==> config.mk <==
export PLATFORM = sky130hd
export DESIGN_NAME = dma_ctrl_regbank
export DESIGN_NICKNAME = d
export VERILOG_FILES = /design/src/rtl/dma_regbank_pkg.sv /design/src/rtl/dma_chan_regs.sv /design/src/rtl/dma_irq_ctrl.sv /design/src/rtl/dma_ctrl_regbank.sv
export SDC_FILE = /design/constraint.sdc
export NUM_CORES = 2
export LEC_CHECK = 0
export CORE_AREA = 4 4 765 767
export CTS_CLUSTER_DIAMETER = 120
export DETAILED_ROUTE_END_ITERATION = 10
export DIE_AREA = 0 0 769 771
export HOLD_SLACK_MARGIN = 0.1
export PLACE_DENSITY = 0.37
export SLEW_MARGIN = 5
export SYNTH_ARGS = -nofsm -noshare
export SYNTH_HDL_FRONTEND = slang
export SYNTH_SLANG_ARGS = --single-unit
==> constraint.sdc <==
create_clock -name clk -period 5.87 [get_ports clk]
set_clock_uncertainty 0.05 [all_clocks]
set_input_delay 1.4675 -clock clk [delete_from_list [all_inputs] [get_ports clk]]
set_output_delay 1.4675 -clock clk [all_outputs]
set_load 0.05 [all_outputs]
==> src/rtl/dma_regbank_pkg.sv <==
package dma_regbank_pkg;
    localparam int unsigned BUS_W   = 32;
    localparam int unsigned REG_AW  = 9;
    localparam int unsigned CTRL_W  = 6;
    localparam int unsigned LOOP_HI = 16;

    localparam logic [REG_AW-1:0] OFS_PITCH    = 9'h100;
    localparam logic [REG_AW-1:0] OFS_STOP     = 9'h140;
    localparam logic [REG_AW-1:0] OFS_ISTS     = 9'h144;
    localparam logic [REG_AW-1:0] OFS_IEN      = 9'h148;
    localparam logic [REG_AW-1:0] OFS_IEN_CLR  = 9'h14C;
    localparam logic [REG_AW-1:0] OFS_LOOP     = 9'h150;
    localparam logic [REG_AW-1:0] OFS_LOOP_CLR = 9'h15C;

    typedef enum logic [1:0] {
        CREG_ADDR   = 2'd0,
        CREG_ROWLEN = 2'd1,
        CREG_ROWCNT = 2'd2,
        CREG_CTRL   = 2'd3
    } creg_e;

    typedef struct packed {
        logic stop;
        logic ists;
        logic ien;
        logic ien_clr;
        logic loop;
        logic loop_clr;
    } shared_wr_t;
endpackage

==> src/rtl/dma_chan_regs.sv <==
module dma_chan_regs
    import dma_regbank_pkg::*;
#(
    parameter int unsigned WADDR_W = 30,
    parameter int unsigned LEN_W   = 16
) (
    input  logic               clk,
    input  logic               rst_n,
    input  logic               wr_i,
    input  creg_e              sel_i,
    input  logic               pitch_wr_i,
    input  logic [BUS_W-1:0]   wdata_i,
    input  logic [WADDR_W-1:0] cur_addr_i,
    output logic [BUS_W-1:0]   rd_o,
    output logic [WADDR_W-1:0] addr_o,
    output logic [LEN_W-1:0]   rowlen_o,
    output logic [LEN_W-1:0]   rowcnt_o,
    output logic [CTRL_W-1:0]  ctrl_o,
    output logic [LEN_W-1:0]   pitch_o,
    output logic               start_o
);
    logic unused_wbits;
    assign unused_wbits = &{1'b0, wdata_i[BUS_W-1:WADDR_W]};

    always_ff @(posedge clk) begin
        if (!rst_n) begin
            addr_o   <= '0;
            rowlen_o <= '0;
            rowcnt_o <= '0;
            ctrl_o   <= '0;
            pitch_o  <= '0;
            start_o  <= 1'b0;
        end else begin
            start_o <= 1'b0;
            if (wr_i) begin
                unique case (sel_i)
                    CREG_ADDR: begin
                        addr_o  <= wdata_i[WADDR_W-1:0];
                        start_o <= 1'b1;
                    end
                    CREG_ROWLEN: rowlen_o <= wdata_i[LEN_W-1:0];
                    CREG_ROWCNT: rowcnt_o <= wdata_i[LEN_W-1:0];
                    CREG_CTRL:   ctrl_o   <= wdata_i[CTRL_W-1:0];
                endcase
            end
            if (pitch_wr_i) begin
                pitch_o <= wdata_i[LEN_W-1:0];
            end
        end
    end

    always_comb begin
        unique case (sel_i)
            CREG_ADDR:   rd_o = BUS_W'(cur_addr_i);
            CREG_ROWLEN: rd_o = BUS_W'(rowlen_o);
            CREG_ROWCNT: rd_o = BUS_W'(rowcnt_o);
            CREG_CTRL:   rd_o = BUS_W'(ctrl_o);
        endcase
    end

    // a start pulse only ever follows an address-register write
    a_r4_start_after_addr_write: assert property (@(posedge clk) disable iff (!rst_n)
        start_o |-> $past(wr_i && sel_i == CREG_ADDR));

    // parameters hold when the channel was not written
    a_r2_params_hold: assert property (@(posedge clk) disable iff (!rst_n)
        !$past(wr_i) |-> ($stable(rowlen_o) && $stable(rowcnt_o) && $stable(ctrl_o)));
endmodule

==> src/rtl/dma_irq_ctrl.sv <==
module dma_irq_ctrl
    import dma_regbank_pkg::*;
#(
    parameter int unsigned NUM_CH = 16
) (
    input  logic              clk,
    input  logic              rst_n,
    input  shared_wr_t        wr_i,
    input  logic [BUS_W-1:0]  wdata_i,
    input  logic [NUM_CH-1:0] evt_i,
    output logic [NUM_CH-1:0] stop_o,
    output logic [NUM_CH-1:0] sts_o,
    output logic [NUM_CH-1:0] en_o,
    output logic [BUS_W-1:0]  loop_o,
    output logic [NUM_CH-1:0] loop_on_o,
    output logic              irq_o
);
    localparam logic [BUS_W-1:0] LANE      = BUS_W'((64'd1 << NUM_CH) - 64'd1);
    localparam logic [BUS_W-1:0] LOOP_MASK = LANE | (LANE << LOOP_HI);

    logic [NUM_CH-1:0] wlo;
    assign wlo = wdata_i[NUM_CH-1:0];

    always_ff @(posedge clk) begin
        if (!rst_n) begin
            stop_o <= '0;
            sts_o  <= '0;
            en_o   <= '0;
            loop_o <= '0;
        end else begin
            stop_o <= wr_i.stop ? wlo : '0;
            sts_o  <= (wr_i.ists ? (sts_o & ~wlo) : sts_o) | evt_i;
            if (wr_i.ien) begin
                en_o <= wlo;
            end else if (wr_i.ien_clr) begin
                en_o <= en_o & ~wlo;
            end
            if (wr_i.loop) begin
                loop_o <= wdata_i & LOOP_MASK;
            end else if (wr_i.loop_clr) begin
                loop_o <= loop_o & ~wdata_i;
            end
        end
    end

    for (genvar n = 0; n < NUM_CH; n++) begin : g_loop
        assign loop_on_o[n] = loop_o[n] & loop_o[n + LOOP_HI];
    end

    assign irq_o = |(sts_o & en_o);

    // an event always leaves its status bit set
    a_r7_event_sets: assert property (@(posedge clk) disable iff (!rst_n)
        (|evt_i) |=> ((sts_o & $past(evt_i)) == $past(evt_i)));

    // a one written to status clears the bit when no event collides
    a_r7_w1c_clears: assert property (@(posedge clk) disable iff (!rst_n)
        wr_i.ists |=> ((sts_o & $past(wlo & ~evt_i)) == '0));

    // the enable clear alias removes every bit written as one
    a_r8_alias_clears: assert property (@(posedge clk) disable iff (!rst_n)
        wr_i.ien_clr |=> ((en_o & $past(wlo)) == '0));

    // clearing either half of a pair drops loop mode
    a_r9_loop_clear_drops: assert property (@(posedge clk) disable iff (!rst_n)
        wr_i.loop_clr |=> ((loop_on_o & $past(wlo | wdata_i[LOOP_HI +: NUM_CH])) == '0));

    // stop pulses only follow a stop write and only on written bits
    a_r6_stop_from_write: assert property (@(posedge clk) disable iff (!rst_n)
        (|stop_o) |-> ($past(wr_i.stop) && ((stop_o & ~$past(wlo)) == '0)));
endmodule

==> src/rtl/dma_ctrl_regbank.sv <==
module dma_ctrl_regbank
    import dma_regbank_pkg::*;
#(
    parameter int unsigned NUM_CH  = 16,
    parameter int unsigned WADDR_W = 30,
    parameter int unsigned LEN_W   = 16
) (
    input  logic                       clk,
    input  logic                       rst_n,
    input  logic [REG_AW-1:0]          reg_addr_i,
    input  logic                       reg_we_i,
    input  logic [BUS_W-1:0]           reg_wdata_i,
    output logic [BUS_W-1:0]           reg_rdata_o,
    input  logic [NUM_CH*WADDR_W-1:0]  ch_cur_addr_i,
    input  logic [NUM_CH-1:0]          ch_done_i,
    input  logic [NUM_CH-1:0]          ch_half_i,
    output logic [NUM_CH-1:0]          ch_start_o,
    output logic [NUM_CH-1:0]          ch_stop_o,
    output logic [NUM_CH-1:0]          ch_loop_o,
    output logic [NUM_CH*WADDR_W-1:0]  ch_addr_o,
    output logic [NUM_CH*LEN_W-1:0]    ch_rowlen_o,
    output logic [NUM_CH*LEN_W-1:0]    ch_rowcnt_o,
    output logic [NUM_CH*CTRL_W-1:0]   ch_ctrl_o,
    output logic [NUM_CH*LEN_W-1:0]    ch_pitch_o,
    output logic                       irq_o
);
    localparam int unsigned IDX_W = 4;

    logic             chan_hit, pitch_hit;
    logic [IDX_W-1:0] chan_idx, pitch_idx;
    creg_e            creg_sel;
    shared_wr_t       shared_wr;
    logic [REG_AW-3:0] wsel;

    logic unused_alow;
    assign unused_alow = &{1'b0, reg_addr_i[1:0]};

    always_comb begin
        wsel      = reg_addr_i[REG_AW-1:2];
        chan_idx  = reg_addr_i[7:4];
        pitch_idx = reg_addr_i[5:2];
        creg_sel  = creg_e'(reg_addr_i[3:2]);
        chan_hit  = !reg_addr_i[8] && (int'(chan_idx) < NUM_CH);
        pitch_hit = (reg_addr_i[8:6] == OFS_PITCH[8:6]) && (int'(pitch_idx) < NUM_CH);
        shared_wr.stop     = reg_we_i && (wsel == OFS_STOP[REG_AW-1:2]);
        shared_wr.ists     = reg_we_i && (wsel == OFS_ISTS[REG_AW-1:2]);
        shared_wr.ien      = reg_we_i && (wsel == OFS_IEN[REG_AW-1:2]);
        shared_wr.ien_clr  = reg_we_i && (wsel == OFS_IEN_CLR[REG_AW-1:2]);
        shared_wr.loop     = reg_we_i && (wsel == OFS_LOOP[REG_AW-1:2]);
        shared_wr.loop_clr = reg_we_i && (wsel == OFS_LOOP_CLR[REG_AW-1:2]);
    end

    logic [BUS_W-1:0] chan_rd   [NUM_CH];
    logic [LEN_W-1:0] pitch_arr [NUM_CH];

    for (genvar g = 0; g < NUM_CH; g++) begin : g_chan
        dma_chan_regs #(
            .WADDR_W (WADDR_W),
            .LEN_W   (LEN_W)
        ) u_chan (
            .clk        (clk),
            .rst_n      (rst_n),
            .wr_i       (reg_we_i && chan_hit && (chan_idx == IDX_W'(g))),
            .sel_i      (creg_sel),
            .pitch_wr_i (reg_we_i && pitch_hit && (pitch_idx == IDX_W'(g))),
            .wdata_i    (reg_wdata_i),
            .cur_addr_i (ch_cur_addr_i[g*WADDR_W +: WADDR_W]),
            .rd_o       (chan_rd[g]),
            .addr_o     (ch_addr_o[g*WADDR_W +: WADDR_W]),
            .rowlen_o   (ch_rowlen_o[g*LEN_W +: LEN_W]),
            .rowcnt_o   (ch_rowcnt_o[g*LEN_W +: LEN_W]),
            .ctrl_o     (ch_ctrl_o[g*CTRL_W +: CTRL_W]),
            .pitch_o    (pitch_arr[g]),
            .start_o    (ch_start_o[g])
        );
        assign ch_pitch_o[g*LEN_W +: LEN_W] = pitch_arr[g];
    end

    logic [NUM_CH-1:0] sts, en;
    logic [BUS_W-1:0]  loop_reg;

    dma_irq_ctrl #(
        .NUM_CH (NUM_CH)
    ) u_irq (
        .clk       (clk),
        .rst_n     (rst_n),
        .wr_i      (shared_wr),
        .wdata_i   (reg_wdata_i),
        .evt_i     (ch_done_i | ch_half_i),
        .stop_o    (ch_stop_o),
        .sts_o     (sts),
        .en_o      (en),
        .loop_o    (loop_reg),
        .loop_on_o (ch_loop_o),
        .irq_o     (irq_o)
    );

    always_comb begin
        reg_rdata_o = '0;
        if (chan_hit) begin
            reg_rdata_o = chan_rd[chan_idx];
        end else if (pitch_hit) begin
            reg_rdata_o = BUS_W'(pitch_arr[pitch_idx]);
        end else if (wsel == OFS_ISTS[REG_AW-1:2]) begin
            reg_rdata_o = BUS_W'(sts);
        end else if (wsel == OFS_IEN[REG_AW-1:2]) begin
            reg_rdata_o = BUS_W'(en);
        end else if (wsel == OFS_LOOP[REG_AW-1:2]) begin
            reg_rdata_o = loop_reg;
        end
    end
endmodule

======== Word-level counts from Yosys, hierarchy flattened ========
Cells that the tools add are included.
operators by class
  reductions and logical operators ........ 128
  equality and inequality tests ........... 40
  bitwise logic cells ..................... 26
  magnitude comparators ................... 2
  multiplexer cells ....................... 33
operators by type and width
  kind                  number
  $pmux W32 S4          16
  $mux W32              9
  $reduce_and A2 Y1     81
  $bmux W32 S4          1
  $mux W16              5
  $bmux W16 S4          1
  $eq A4 B4 Y1 const B  16
  $and A16 B16 Y16      3
  $eq A7 B7 Y1 const B  6
  $logic_and A1 B1 Y1   40
  $and A32 B32 Y32      1
  $eq A4 B3 Y1 const B  8
  $not A32 Y32          1
  $or A16 B16 Y16       2
  $and A1 B1 Y1         16
  $eq A4 B2 Y1 const B  4
  $not A16 Y16          1
  $reduce_or A16 Y1     1
  $ge A5 B5 Y1 const B  2
  $not A4 Y5            2
  $eq A4 B1 Y1 const B  2
  $logic_not A4 Y1      2
  $eq A2 B2 Y1 const B  2
  $reduce_bool A2 Y1    2
  5 further kinds       5
storage, ports and cells
  bits in registers ....................... 1,440
  bits of input ports ..................... 556
  output and inout bits ................... 1,425

======== Longest topological paths before layout ========
  depth in word-level cells ............... 6
  depth in mapped cells ................... 12
  gate-level depth less buffers ........... 6

======== Modules after synthesis ========
From an unflattened synthesis, not the netlist that was laid out.
second synthesis, totals
  cells, all modules ...................... 6,869
  area total of the unflattened synthesis .. 70,655.3 um^2
by module, submodules not included
  module                                 seq. area each (um^2)  area an instance (um^2)  cells an instance  times used
  dma_chan_regs at g_chan[0].u_chan ...  1,701.6                3,761.1                  361                8
  dma_chan_regs at g_chan[2].u_chan ...  1,701.6                3,758.6                  361                8
  dma_ctrl_regbank                       0.0                    7,125.6                  706                1
  dma_irq_ctrl                           1,601.5                3,372.0                  387                1

======== Worst setup path before layout ========
Ideal clock, no wire load.
  kind .................................... in2out
  start point ............................. input port reg_addr_i[2]
  end point ............................... output port reg_rdata_o[14]
  data arrival time ....................... 4.091 ns
  data required time ...................... 4.353 ns
  cell stages on the path ................. 10
  setup slack ............................. 0.261 ns
  path through ............................ buf_6 buf_2 buf_4 buf_4 buf_4 o41ai_1 a21oi_1 o21ai_0 o32ai_1 a211oi_1
between the ends
  word-level cells in the longest chain between the ends .. 6
RTL lines
  what                                                          line                                              source
  start: declaration                                            dma_ctrl_regbank.sv:10                            input logic [REG_AW-1:0] reg_addr_i,
  $eq A2 B2 Y1, or another cell as far along                    dma_chan_regs.sv:53                               unique case (sel_i)
  $pmux W32 S4, or another cell as far along                    dma_chan_regs.sv:53
  $bmux W32 S4, or another cell as far along                    dma_ctrl_regbank.sv:101                           reg_rdata_o = chan_rd[chan_idx];
  $mux W32 (implied by the code), or another cell as far along  dma_ctrl_regbank.sv:101
  $mux W32 (on tied branches)                                   dma_ctrl_regbank.sv:101, dma_ctrl_regbank.sv:102
  $mux W32 (*)                                                  dma_ctrl_regbank.sv:100                           if (chan_hit) begin
  end: declaration                                              dma_ctrl_regbank.sv:13                            output logic [BUS_W-1:0] reg_rdata_o,
Every way passes the cells marked *; elsewhere a longest branch is shown, timed or not. The select of a mux whose other input is x is not followed.

======== Worst setup path after layout ========
  start point ............................. input port reg_addr_i[2]
  end point ............................... output port reg_rdata_o[0]
The elaborated chain is that of the path after synthesis.

==> metrics.cfg <==
[sta]
fin_crit_ns=5.947
timing.fmax_ghz=0.1681
fin_hold_ws_ns=0.4010
drv_slew=0
setup-violations-final=7
relSlewSlack_pct=20.40
fin_ws_ns=-0.07747
tns_ns=-0.2721
period_share_pct=101.3
rsz0062_at_grt=yes
hold_viol=0
tightest_slew_ns=1.190

[worst_setup_path]
crit_required_ns=4.35
crit_path_frequent_cell=buf_16
reg2reg_from=u_irq.sts_o[9]
cpMaxStageDelayCell=or4_4
r2r_end=u_irq.sts_o[9]
crit_chain=buf_16 > buf_16 > buf_16 > mux2_1 > o21ai_0 > nor2_1 > or4_4 > buf_4 > o211ai_1 > o211ai_1 > buf_4 > buf_12
worstPathArrival_ns=4.43
r2r_cells=3
cp-start-kind=primary input
crit_path_max_incr_delay_ns=0.65
cp_max_fo=17
ff2ff_setup_slack_ns=4.24
critPathKind=in -> out
end_kind=output pin

[detailed_routing]
drt_iter0_drc=6932
dr.pass1.iters=7
top_layer=met5
num_vias=70360
wire_per_inst_microns=40.33
vias_per_cell=3.971
drt_wl_total_mm=714.5
wl_met3_mm=67.33
final_antenna_net_count=0
remaining_drc_errors=0
wl_met1_mm=288.3
wl_met2_mm=326.1

[global_route]
gr-total-overflow=0
antenna_found_initial=192
grt_pass1_wl_mm=872.0
grt_use_total_pct=23.00
grt_pass1_vias=67190
grt_max_degree=137

[synthesis]
synth_area_per_cell_sq_um=8.678
synth-async-reset-ratio_pct=0
synth_area_sq_um=66670
yosysWarningCount=0
synth_top_flop_cell=dfxtp_1
synth_seq_cells=1440
syn_nets=8238
synth.distinct_cells=69
synth_cells=7682
seq_area_frac_synth_pct=43.24
synth_edf_count=0

[floorplanning]
die_area_sq_um=592900
num_rows=279
core_area_sq_um=577400
fp.dieH_microns=771
initial_utilization_pct=11.55
ios=1981
die_w_microns=769

[cts]
cts_buffers=203
clkLatencyLatePin_ns=0.94
cts_max_path_buffers=4
path_clk_slew_ns=0.05
root_buffer=clkbuf_16
htree_levels=4
cts_tree=done
clock_sinks=1440

[cells_and_area]
multi_input_area_sq_um=35410
nets=10270
regArea_sq_um=28830
area_delta_synth_final_pct=59.97
drive_gt1_share_pct=15.05
fin_area_sq_um=106600
fill_cells=64290
final_cells=17720

[power]
power_density_nw_per_um2=242.4
vdd_drop_max_mv=0.2265
p_total_uw=25850
cellLeakagePower_uw=0.03347

[place]
port_buffers=1978
dp.cells=17210
globalplace.congestion=0.9370
placed_area_sq_um=98850
detailed_place_hpwl_mm=572.3

[hold_path]
whs_endpoint=g_chan[8].u_chan.addr_o[26]
whs_path_depth=2
min_from=g_chan[8].u_chan.addr_o[26]
hold_class=reg -> reg

[outcome]
failed_checks=setup timing
status=finished with violations

[run]
cap_violations=0

-- stage by stage --
| stage | setup slack [ns] | utilization [%] |
|---|---|---|
| after floorplan | 0.2615 | - |
| after CTS | -0.1138 | 18.40 |
| after global placement | -1.027 | 17.12 |
| after global routing | -0.09273 | 18.43 |
| after detailed placement | -1.004 | 17.12 |
| final | -0.07747 | 18.47 |
-- registers in the layout (all words and copies together) (netlist names) --
signal,count
g_chan.u_chan.addr_o,480
g_chan.u_chan.pitch_o,256
g_chan.u_chan.rowcnt_o,256
g_chan.u_chan.rowlen_o,256
g_chan.u_chan.ctrl_o,96
u_irq.loop_o,32
g_chan.u_chan.start_o,16
u_irq.en_o,16
u_irq.stop_o,16
u_irq.sts_o,16
-- kinds of logic after synthesis --
logic type	after synthesis	share of synthesized area, %
AO/OA/AOI/OAI	1745	19.38
flip-flops	1440	43.24
buffers and inverters	755	5.041
multiplexers	663	13.12
AND/OR/NAND/NOR	3079	19.22
-- how the worst max path moves through the flow --
stage	from	end	slack, ns
3_3_place_gp	reg_addr_i[2]	reg_rdata_o[5]	-1.03
3_5_place_dp	reg_addr_i[2]	reg_rdata_o[5]	-1.00
6_report	reg_addr_i[2]	reg_rdata_o[0]	-0.08
4_1_cts	reg_addr_i[2]	reg_rdata_o[0]	-0.11
2_1_floorplan	reg_addr_i[2]	reg_rdata_o[14]	0.26
5_1_grt	reg_addr_i[2]	reg_rdata_o[7]	-0.09
-- cells in the final DEF, fill, tap and decap left out, drive strengths merged, types with 19 or more instances in the layout --
cell	instances
buf	680
o31a	19
mux2	157
diode	124
mux4	153
a22oi	46
o22ai	49
mux2i	353
and2	52
a21oi	42
a22o	25
a21boi	1224
clkbuf	296
nor2	113
dfxtp	1440
a221oi	50
nor2b	196
nor3	64
clkdlybuf4s50	1885
o21ai	141
a41oi	29
nand2	2459
nand3	131
clkinv	43
-- power breakdown --
part	total [uW]	switching (uW)	internal (uW)
clock network	12900	5550	7340
logic	3090	1960	1120
registers	9870	66.3	9800
total	25800	7580	18300
-- cell type report --
type	count	area share [%]
multi-input combinational	5487	33.21
antenna	124	0.2910
sequential	1440	27.03
tap	7727	9.066
clock buffer	292	5.349
inverter	5	0.02112
timing repair buffer	2574	24.17
clock inverter	67	0.8612
-- worst max-delay path, delay by kind of cell --
family	cells	cell delay [ns]
buffers and inverters	6	1.15
AO/OA/AOI/OAI	3	0.57
AND/OR/NAND/NOR	2	0.74
multiplexers	1	0.32
-- cell usage after synthesis (15+ instances only) --
cell,n,area (sq um)
nor2_1,100,375.4
buf_1,30,112.6
nand3_1,131,655.6
clkbuf_1,490,1839
a21boi_0,1154,8663
nor3_2,29,290.3
mux4_2,153,3446
a221oi_1,45,394.1
o2bb2ai_1,16,140.1
dfxtp_1,1440,28830
a221o_1,16,160.2
a22oi_1,46,345.3
mux2i_1,353,3533
a41oi_1,29,254.0
a21boi_1,70,525.5
nor3_1,35,175.2
buf_6,17,191.4
a21oi_1,42,210.2
buf_4,53,397.9
buf_2,160,800.8
nand2_1,2456,9219
mux2_2,153,1723
o22ai_1,49,306.5
o31a_1,19,166.4
a22o_1,25,219.0
o21ai_0,138,690.7
and2_1,52,325.3
nor2b_1,196,1226
o211ai_1,15,112.6
-- metal layers --
layer  vias up  global-route usage, %
met1     35570                  27.64
met2      3428                  37.68
li1      30440                      -
met5         -                      0
met3       835                  8.127
met4        88                  8.525
-- timing repair --
action,in CTS,in global routing
endpoints found under the setup margin,16,12
hold buffers,0,0
cloned,7,0
gates resized for setup,86,45
pin swaps,13,11
buffers inserted,15,5
No activity file was read; power rests on OpenSTA's default activity.
